## src/rtl/ua_pkg.sv

```systemverilog
package ua_pkg;
  // Status word field positions, fixed because the trap handler decodes them.
  localparam int CAUSE_W      = 5;
  localparam int CAUSE_LSB    = 0;
  localparam int REG_W        = 5;
  localparam int REG_LSB      = 5;
  localparam int WRITE_BIT    = 10;
  localparam int WORD_BIT     = 11;
  localparam int STATUS_MIN_W = WORD_BIT + 1;

  localparam logic [CAUSE_W-1:0] CAUSE_MISALIGNED = 5'h01;

  typedef enum logic [1:0] {
    SZ_BYTE = 2'd0,
    SZ_HALF = 2'd1,
    SZ_WORD = 2'd3
  } size_mask_e;
endpackage

```

## src/rtl/ua_rst_sync.sv

```systemverilog
module ua_rst_sync #(
  parameter int STAGES = 2
) (
  input  logic clk,
  input  logic rst_n,
  output logic rst_sn
);
  logic [STAGES-1:0] chain_q;
  logic [STAGES-1:0] chain_d;

  always_comb begin
    chain_d = {chain_q[STAGES-2:0], 1'b1};
  end

  always_ff @(posedge clk or negedge rst_n) begin
    if (!rst_n) chain_q <= '0;
    else        chain_q <= chain_d;
  end

  assign rst_sn = chain_q[STAGES-1];
endmodule

```

## src/rtl/ua_align_check.sv

```systemverilog
module ua_align_check
  import ua_pkg::*;
#(
  parameter int AW = 32,
  parameter int MW = 2
) (
  input  logic [AW-1:0] addr,
  input  logic [MW-1:0] mask,
  input  logic          valid,
  output logic          misaligned,
  output logic          word_acc
);
  localparam logic [MW-1:0] WORD_MASK = MW'(SZ_WORD);

  logic [MW-1:0] low_bits;
  logic [MW-1:0] hit_bits;

  // One AND per low address bit.
  for (genvar i = 0; i < MW; i++) begin : g_bit
    assign low_bits[i] = addr[i];
    assign hit_bits[i] = low_bits[i] & mask[i];
  end

  always_comb begin
    misaligned = valid && (|hit_bits);
    word_acc   = (mask == WORD_MASK);
  end
endmodule

```

## src/rtl/ua_status_pack.sv

```systemverilog
module ua_status_pack
  import ua_pkg::*;
#(
  parameter int SW = 32
) (
  input  logic             is_write,
  input  logic [REG_W-1:0] reg_idx,
  input  logic             word_acc,
  output logic [SW-1:0]    status
);
  always_comb begin
    status = '0;
    status[CAUSE_LSB +: CAUSE_W] = CAUSE_MISALIGNED;
    status[REG_LSB +: REG_W]     = reg_idx;
    status[WRITE_BIT]            = is_write;
    status[WORD_BIT]             = word_acc;
  end
endmodule

```

## src/rtl/ua_capture.sv

```systemverilog
module ua_capture #(
  parameter int AW = 32,
  parameter int SW = 32
) (
  input  logic          clk,
  input  logic          rst_sn,
  input  logic          hit,
  input  logic          enable,
  input  logic [AW-1:0] addr_in,
  input  logic [SW-1:0] status_in,
  output logic [AW-1:0] addr_q,
  output logic [SW-1:0] status_q,
  output logic          req_q
);
  logic [AW-1:0] addr_d;
  logic [SW-1:0] status_d;
  logic          req_d;
  logic          load_en;
  logic          past_ok;

  always_comb begin
    load_en  = hit;
    addr_d   = load_en ? addr_in   : addr_q;
    status_d = load_en ? status_in : status_q;
    req_d    = hit & enable;
  end

  always_ff @(posedge clk or negedge rst_sn) begin
    if (!rst_sn) begin
      addr_q   <= '0;
      status_q <= '0;
      req_q    <= 1'b0;
      past_ok  <= 1'b0;
    end else begin
      addr_q   <= addr_d;
      status_q <= status_d;
      req_q    <= req_d;
      past_ok  <= 1'b1;
    end
  end

  p_addr_load_r2: assert property (@(posedge clk) disable iff (!rst_sn)
    past_ok && $past(hit) |-> addr_q == $past(addr_in));

  p_hold_r7: assert property (@(posedge clk) disable iff (!rst_sn)
    past_ok && !$past(hit) |-> $stable(addr_q) && $stable(status_q));

  p_req_needs_hit_r1: assert property (@(posedge clk) disable iff (!rst_sn)
    past_ok && req_q |-> $past(hit));
endmodule

```

## src/rtl/ua_detect.sv

```systemverilog
module ua_detect
  import ua_pkg::*;
#(
  parameter int AW = 32,
  parameter int SW = 32,
  parameter int MW = 2
) (
  input  logic             clk,
  input  logic             rst_n,
  input  logic             acc_valid,
  input  logic [AW-1:0]    acc_addr,
  input  logic [MW-1:0]    acc_mask,
  input  logic             acc_write,
  input  logic [REG_W-1:0] acc_reg,
  input  logic             exc_enable,
  output logic [AW-1:0]    fault_addr,
  output logic [SW-1:0]    fault_status,
  output logic             exc_req
);
  localparam logic [MW-1:0] WORD_MASK = MW'(SZ_WORD);

  logic          rst_sn;
  logic          misaligned;
  logic          word_acc;
  logic [SW-1:0] status_new;
  logic          past_ok;

  ua_rst_sync #(.STAGES(2)) u_rst (
    .clk    (clk),
    .rst_n  (rst_n),
    .rst_sn (rst_sn)
  );

  ua_align_check #(.AW(AW), .MW(MW)) u_chk (
    .addr       (acc_addr),
    .mask       (acc_mask),
    .valid      (acc_valid),
    .misaligned (misaligned),
    .word_acc   (word_acc)
  );

  ua_status_pack #(.SW(SW)) u_pack (
    .is_write (acc_write),
    .reg_idx  (acc_reg),
    .word_acc (word_acc),
    .status   (status_new)
  );

  ua_capture #(.AW(AW), .SW(SW)) u_cap (
    .clk       (clk),
    .rst_sn    (rst_sn),
    .hit       (misaligned),
    .enable    (exc_enable),
    .addr_in   (acc_addr),
    .status_in (status_new),
    .addr_q    (fault_addr),
    .status_q  (fault_status),
    .req_q     (exc_req)
  );

  always_ff @(posedge clk or negedge rst_sn) begin
    if (!rst_sn) past_ok <= 1'b0;
    else         past_ok <= 1'b1;
  end

  p_cause_r3: assert property (@(posedge clk) disable iff (!rst_sn)
    exc_req |-> fault_status[CAUSE_LSB +: CAUSE_W] == CAUSE_MISALIGNED);

  p_word_flag_r4: assert property (@(posedge clk) disable iff (!rst_sn)
    past_ok && exc_req |-> fault_status[WORD_BIT] == ($past(acc_mask) == WORD_MASK));

  p_req_gated_r5: assert property (@(posedge clk) disable iff (!rst_sn)
    past_ok && exc_req |-> $past(exc_enable));

  p_byte_quiet_r6: assert property (@(posedge clk) disable iff (!rst_sn)
    acc_valid && acc_mask == '0 |=> !exc_req);

  p_invalid_quiet_r9: assert property (@(posedge clk) disable iff (!rst_sn)
    !acc_valid |=> !exc_req && $stable(fault_addr) && $stable(fault_status));
endmodule

```

## config.mk

```make
export PLATFORM = sky130hd
export DESIGN_NAME = ua_detect
export DESIGN_NICKNAME = d
export VERILOG_FILES = /design/src/rtl/ua_pkg.sv /design/src/rtl/ua_rst_sync.sv /design/src/rtl/ua_align_check.sv /design/src/rtl/ua_status_pack.sv /design/src/rtl/ua_capture.sv /design/src/rtl/ua_detect.sv
export SDC_FILE = /design/constraint.sdc
export NUM_CORES = 1
export LEC_CHECK = 0
export BUFFER_PORTS_ARGS = -buffer_cell sky130_fd_sc_hd__buf_4
export CAP_MARGIN = 20
export CORE_MARGIN = 4
export CORE_UTILIZATION = 45
export DETAILED_ROUTE_END_ITERATION = 12
export PLACE_DENSITY = 0.84
export RECOVER_POWER = 50
export SLEW_MARGIN = 40
export SYNTH_ARGS = -nofsm -noshare
export SYNTH_HDL_FRONTEND = slang
export SYNTH_HIERARCHICAL = 1
export SYNTH_SLANG_ARGS = --single-unit
```

## constraint.sdc

```tcl
create_clock -name clk -period 2 [get_ports clk]
set_input_delay 0.3 -clock clk [delete_from_list [all_inputs] [get_ports clk]]
set_output_delay 0.3 -clock clk [all_outputs]
set_load 0.05 [all_outputs]
```

==> out/results.tsv, run 1 <==
metric	value	unit
vias in the first global route	1720	
outcome	finished clean	
Clock Tree Buf Depth	2	
worst slew pin tran	0.918	ns
Final ANT Viol Nets	0	
Hold Path Class	input pin to flop	
kind of critical path	input pin to flop	
fin crit period	1.24	ns
r2r worst-path depth	1	
Routability Congestion	0.717	
H-tree depth	3	
WHS	0.195	ns
area of the mapped netlist	2930	µm²
Clock Pin Slew Worst Setup and Hold Paths	0.07	ns
setup TNS	0	ns
Worst Skew	0.00720	ns
Post-CTS Setup Bufs	0	
Syn Area/Cell	16.6	µm²
WL final	5410	µm
Final Slew Violations	0	
yosys warns	6	
row cnt	29	
share of layout cells above drive strength 1	56.1	%
Skew-Pair Late Insertion Delay	0.32	ns
Peak Freq	805	MHz
CTS buffer count	9	
Vias/cell	4.49	
clock root cell	clkbuf_8	
CP startpoint kind	input pin	
Seq/Total Area, Yosys	57.2	%
Final setup violation count	0	
crit path max fanout	33	
R2R setup slack	0.94	ns
reg-to-reg startpoint	u_rst/chain_q[1]$_DFF_PN0_	
CTS Sinks	67	
drt drc	0	
first-pass iteration count of the detailed router	3	
I/O pin count	109	
crit end category	flop	
Max IR drop VDD	0.621	mV
library cells used by synthesis	11	
Detailed Place HPWL	4010	µm
Endpoint, Worst Hold	u_cap/status_q[10]$_DFFE_PN0P_	
CP required	2.20	ns
post_cts resized	0	
Reg area	1680	µm²
Initial Util	46.2	%
area of the multi-input gates	925	µm²
r2r endpoint	u_cap/status_q[31]$_DFFE_PN0P_	
CTS tree	built	
Hold Path Origin	acc_write	
RSZ-0062 raised after global routing	false	
GRT Overall Usage	13.7	%
die footprint	7870	µm²
#FFs+latches synth	67	
port bufs	108	
pin count of the biggest net entering global routing	39	
Fillers	539	
Vias	1643	
core area	6350	µm²
final hold vios	0	
Mapped Cells	177	
pwr/cell area	1190	nW/µm²
routed length per instance	14.8	µm
total gr overflow	0	
global-route wire length before repair	8250	µm
LEAKAGE	1.86	nW
initial antenna violation count	0	
Antenna Cells	0	
Slew Limit Headroom	38.8	%
Layout area overhead	28.3	%
Hold Crit Depth	2	
CP arrival	1.44	ns
Die X	88.7	µm
Nets	329	
max-cap violations	0	
Iteration-0 DRC Markers	23	
height of the chip	88.7	µm
fin crit share	62.1	%
[repair_timing]
item                       in CTS  in global routing
hold endpoints to repair        2                  0
hold buffers                    1                  0
setup endpoints to repair       0                  0
[area by class of cell]
type / count / area share, %
clock inverters: 2 / 0.931
multi-input cells: 94 / 24.6
repair buffers: 113 / 23.1
flip-flops and latches: 67 / 44.6
well taps: 77 / 2.56
clock buffers: 13 / 4.22
[flip-flops by register name (all words and copies together) (netlist names)]
name and flops:
u_cap/addr_q 32, u_cap/status_q 32, u_cap/req_q 1, u_rst/chain_q 2
[per-layer routing]
metal / wire length, µm / part of all wire, % / up-vias / GRT usage [%]
li1: - / - / 756 / -
met1: 2130 / 39 / 815 / 16.5
met2: 2690 / 50 / 63 / 22.5
met3: 508 / 9.4 / 9 / 4.66
met4: 81 / 1.5 / 0 / 5.77
met5: 0 / 0 / - / 0
[Yosys cell counts]
cell | n | share of area, %
conb_1 | 3 | 0.38
mux2_2 | 15 | 5.8
and2_2 | 1 | 0.26
dfrtp_1 | 67 | 57
and2_1 | 1 | 0.21
buf_2 | 1 | 0.17
mux2_4 | 49 | 25
a22oi_1 | 1 | 0.26
buf_6 | 6 | 2.3
buf_4 | 32 | 8.2
nor2b_1 | 1 | 0.21
[worst max-delay path by stage]
stage                                         startpoint                        endpoint  depth (start not counted)
after floorplan                              acc_mask[0]    u_cap/addr_q[11]$_DFFE_PN0P_                          5
after global placement                       acc_mask[0]  u_cap/status_q[31]$_DFFE_PN0P_                          5
after detailed placement                     acc_mask[0]  u_cap/status_q[29]$_DFFE_PN0P_                          5
after CTS                 u_cap/status_q[12]$_DFFE_PN0P_                fault_status[12]                          1
after global routing          u_rst/chain_q[1]$_DFF_PN0_  u_cap/status_q[18]$_DFFE_PN0P_                          1
final                                        acc_mask[0]  u_cap/status_q[29]$_DFFE_PN0P_                          5
[metrics by stage]
step / area [µm²] / utilization (%) / setup WS, ns / total power, W / instances
after detailed placement: 3680 / 57.9 / 0.539 / 0.00354 / 350
after CTS: 3880 / 61.1 / 0.757 / 0.00465 / 366
after global placement: 3680 / 57.9 / 0.572 / 0.00350 / 350
after floorplan: 3020 / - / 0.725 / 0.00302 / 200
after global routing: 3760 / 59.3 / 0.698 / 0.00469 / 366
final: 3760 / 59.3 / 0.758 / 0.00448 / 366
[cell families (layout without fill, tap and decap cells)]
group / Yosys count / count (layout) / share of synthesized area, %
AOI/OAI and AO/OA: 1 / 1 / 0.256
muxes: 64 / 64 / 30.8
DFF: 67 / 67 / 57.2
and+or+nand+nor: 3 / 3 / 0.683
buffers and inverters: 39 / 128 / 10.7
other: 3 / 26 / 0.384
[layout by cell type (no fill, tap or decap)]
cell | Yosys | final
clkbuf_2 | 0 | 1
dlygate4sd3_1 | 0 | 1
and2_1 | 1 | 1
mux2_1 | 0 | 28
mux2_4 | 49 | 21
and2_2 | 1 | 1
mux2_2 | 15 | 15
nor2b_1 | 1 | 1
dfrtp_2 | 0 | 1
conb_1 | 3 | 26
clkinv_2 | 0 | 1
buf_4 | 32 | 108
clkbuf_8 | 0 | 11
clkbuf_1 | 0 | 3
a22oi_1 | 1 | 1
dfrtp_1 | 67 | 66
bufinv_16 | 0 | 1
buf_12 | 0 | 2
[critical path, cell delays in order]
cell and delay (ns):
buf_4 0.08, a22oi_1 0.07, nor2b_1 0.33, buf_12 0.27, mux2_2 0.36
[where the power goes]
group	total, W	switching [W]	leakage, nW	internal, W
Combinational	0.00167	0.00110	0.968	0.000576
Clock	0.00109	0.000449	0.0995	0.000637
Sequential	0.00173	0.000133	0.789	0.00159
No activity file was read; power rests on OpenSTA's default activity.
==> run 2: changes to the inputs <==
--- a/config.mk
+++ b/config.mk
@@ -5,12 +5,13 @@
 export SDC_FILE = /design/constraint.sdc
 export NUM_CORES = 1
 export LEC_CHECK = 0
+export ABC_AREA = 1
 export BUFFER_PORTS_ARGS = -buffer_cell sky130_fd_sc_hd__buf_4
 export CAP_MARGIN = 20
 export CORE_MARGIN = 4
 export CORE_UTILIZATION = 45
 export DETAILED_ROUTE_END_ITERATION = 12
-export PLACE_DENSITY = 0.84
+export PLACE_DENSITY = 0.82
 export RECOVER_POWER = 50
 export SLEW_MARGIN = 40
 export SYNTH_ARGS = -nofsm -noshare
==> constraint.sdc (replaced) <==
create_clock -name clk -period 1.2 [get_ports clk]
set_input_delay 0.18 -clock clk [delete_from_list [all_inputs] [get_ports clk]]
set_output_delay 0.18 -clock clk [all_outputs]
set_load 0.05 [all_outputs]
==> out/results.tsv, run 2 <==
metric	value	unit	change
Reg area	1680	µm²	unchanged
Syn Area/Cell	8.83	µm²	-47%
Vias	2093		+27%
WL final	5850	µm	+8.2%
pwr/cell area	1950	nW/µm²	+64%
Clock Tree Buf Depth	2		unchanged
row cnt	28		-3.4%
critical path's slowest cell	dfrtp_1		
Final Slew Violations	0		unchanged
Metal-1 WL	2260	µm	+6.3%
CTS buffer count	9		unchanged
Mapped Cells	316		+79%
part of the power in the clock network	28.9	%	+4.7 points
main flop type after synthesis	dfrtp_1		
Hold Path Class	input pin to flop		
share of the synthesized area in the top cell type	60.1	%	+2.9 points
clock root cell	clkbuf_8		
most frequent cells in the layout	196 x nand2_1, 107 x buf_4, 66 x dfrtp_1		
Post-Layout Cell Count	500		+37%
RSZ-0062 raised after global routing	false		
worst slew pin tran	0.740	ns	-0.178 ns
Final ANT Viol Nets	0		unchanged
most common cell in the netlist	nand2_1		
CP peak stage delay	0.40	ns	+0.04 ns
H-tree depth	3		unchanged
cells along the critical path	buf_4		
Layout area overhead	33.1	%	
Initial Util	46.8	%	+0.66 points
Gate power share	32.7	%	-4.6 points
post_cts resized	0		unchanged
Die X	86.7	µm	-2.2%
Nets	464		+41%
WL met3	554	µm	+9.1%
kind of critical path	flop to output port		
most common cell after layout, fill and taps aside	nand2_1		
drt drc	0		unchanged
CTS tree	built		
most area-hungry cell type in the Yosys netlist	dfrtp_1		
die footprint	7520	µm²	-4.4%
Routability Congestion	0.749		+4.5%
P_int	0.00455	W	+62%
max-cap violations	0		unchanged
GRT Overall Usage	17.3	%	+3.6 points
Antenna Cells	0		unchanged
#FFs+latches synth	67		unchanged
final hold vios	0		unchanged
Worst Skew	0.00847	ns	+0.00127 ns
DR top layer	met4		
crit end category	output port		
CP bufs+invs	1		-1
height of the chip	86.7	µm	-2.2%
share of layout cells above drive strength 1	30.4	%	-26 points
Clock Pin Slew Worst Setup and Hold Paths	0.07	ns	about the same
CP startpoint kind	flop		
Vias/cell	4.19		-6.8%
Cells after DPL	483		+38%
sw frac	37.2	%	-0.19 points
global-route wire length before repair	9980	µm	+21%
Max IR drop VDD	0.916	mV	+47%
NetSw	0.00270	W	+61%
Async S/R FF share, synth	100	%	unchanged
share of power burned in registers	38.4	%	about the same
top cell family by delay on the critical path	flip-flops		
Seq/Total Area, Yosys	60.1	%	+2.9 points
Post-synth top cells	196 x nand2_1, 67 x dfrtp_1, 32 x buf_4		
cts hold-fix bufs	1		unchanged
Iteration-0 DRC Markers	38		+65%
yosys warns	6		unchanged
I/O pin count	109		unchanged
Detailed Place HPWL	4120	µm	+2.7%
area of the multi-input gates	838	µm²	-9.3%
CTS Sinks	67		unchanged
total gr overflow	0		unchanged
DR WL met2	2920	µm	+8.6%
Post-synth EDFFs	0		unchanged
Slew Limit Headroom	50.7	%	+12 points
setup TNS	0	ns	unchanged
Peak Freq	907	MHz	
top cells by area, synth	dfrtp_1 60%, nand2_1 26%, buf_4 8.6%		
routed length per instance	11.7	µm	-21%
outcome	finished clean		
CP arrival	0.92	ns	-0.52 ns
core area	5960	µm²	-6.2%
Top Registers	u_cap/addr_q x32, u_cap/status_q x32, u_rst/chain_q x2		
first-pass iteration count of the detailed router	4		+1
CP required	1.02	ns	-1.18 ns
Skew-Pair Late Insertion Delay	0.33	ns	about the same
area of the mapped netlist	2790	µm²	-4.9%
Fillers	528		-2.0%
fin crit share	91.9	%	
crit path max fanout	2		-94%
Post-CTS Setup Bufs	0		unchanged
Final setup violation count	0		unchanged
vias in the first global route	2150		+25%
fin crit period	1.10	ns	
port bufs	108		unchanged
LEAKAGE	2.17	nW	+17%
pin count of the biggest net entering global routing	49		+26%
initial antenna violation count	0		unchanged
library cells used by synthesis	9		-2
[run 2: changes by cell type in the layout (fill, tap and decap cells not counted), moves of 2 or more]
cell / change
nand2_1: +196
mux2_1: -28
mux2_4: -21
mux2_2: -15
inv_1: +3
clkbuf_2: +2
[run 2: worst min-delay path, stage by stage]
cell and delay (ns):
buf_4 0.08, nand2_1 0.04, inv_1 0.04
[run 2: worst paths after layout]
kind / cells past startpoint / end / slack [ns] / from
worst min register to register: 0 / u_rst/chain_q[1]$_DFF_PN0_ / 0.36 / u_rst/chain_q[0]$_DFF_PN0_
worst max-delay path: 1 / fault_status[13] / 0.1 / u_cap/status_q[13]$_DFFE_PN0P_
worst min-delay path: 3 / u_cap/req_q$_DFF_PN0_ / 0.03 / exc_enable
min in group asynchronous: 2 / u_rst/chain_q[1]$_DFF_PN0_ / 0.17 / rst_n
max in group asynchronous: 1 / u_cap/status_q[30]$_DFFE_PN0P_ / 0.28 / u_rst/chain_q[1]$_DFF_PN0_
worst max register to register: 1 / u_cap/status_q[30]$_DFFE_PN0P_ / 0.28 / u_rst/chain_q[1]$_DFF_PN0_
[run 2: cells by family (layout without fill, tap and decap cells)]
| group | after synthesis | count (layout) | synth area share (%) |
|---|---|---|---|
| AO/OA/AOI/OAI | 1 | 1 | 0.314 |
| AND/OR/NAND/NOR | 196 | 196 | 26.4 |
| flip-flops | 67 | 67 | 60.1 |
| other | 3 | 26 | 0.404 |
| buffers and inverters | 49 | 135 | 12.8 |
[run 2: layout make-up]
cell class	count	area share, %
flip-flops and latches	67	45.2
repair buffers	115	23.2
multi-input cells	223	22.6
clock buffers	12	4.18
well taps	75	2.53
clock inverters	4	1.95
inverters	4	0.404
[run 2: per-layer routing]
layer / global-route usage [%] / vias up
li1: - / 1088
met2: 29.6 / 65
met3: 5.70 / 13
met4: 7.22 / 0
met1: 19.9 / 927
met5: 0 / -
[run 2: through the flow]
| step | power (W) | setup slack (ns) | area, µm² | utilization [%] | hold WS, ns |
|---|---|---|---|---|---|
| final | 0.00725 | 0.0971 | 3710 | 62.4 | 0.0278 |
| after global routing | 0.00764 | 0.0414 | 3710 | 62.4 | 0.00842 |
| after CTS | 0.00738 | 0.0642 | 3770 | 63.3 | 0.00922 |
| after detailed placement | 0.00524 | 0.112 | 3530 | 59.3 | -0.0365 |
| after global placement | 0.00520 | 0.144 | 3530 | 59.3 | -0.0376 |
| after floorplan | 0.00449 | 0.0539 | 2880 | - | -0.116 |
[run 2: power groups by stage]
stage,Combinational [W],Clock [W],Sequential [W]
final,0.00237,0.00209,0.00279
after global routing,0.00252,0.00228,0.00284
after CTS,0.00242,0.00217,0.00279
after detailed placement,0.00242,0,0.00283
after global placement,0.00238,0,0.00282
after floorplan,0.000443,0,0.00405
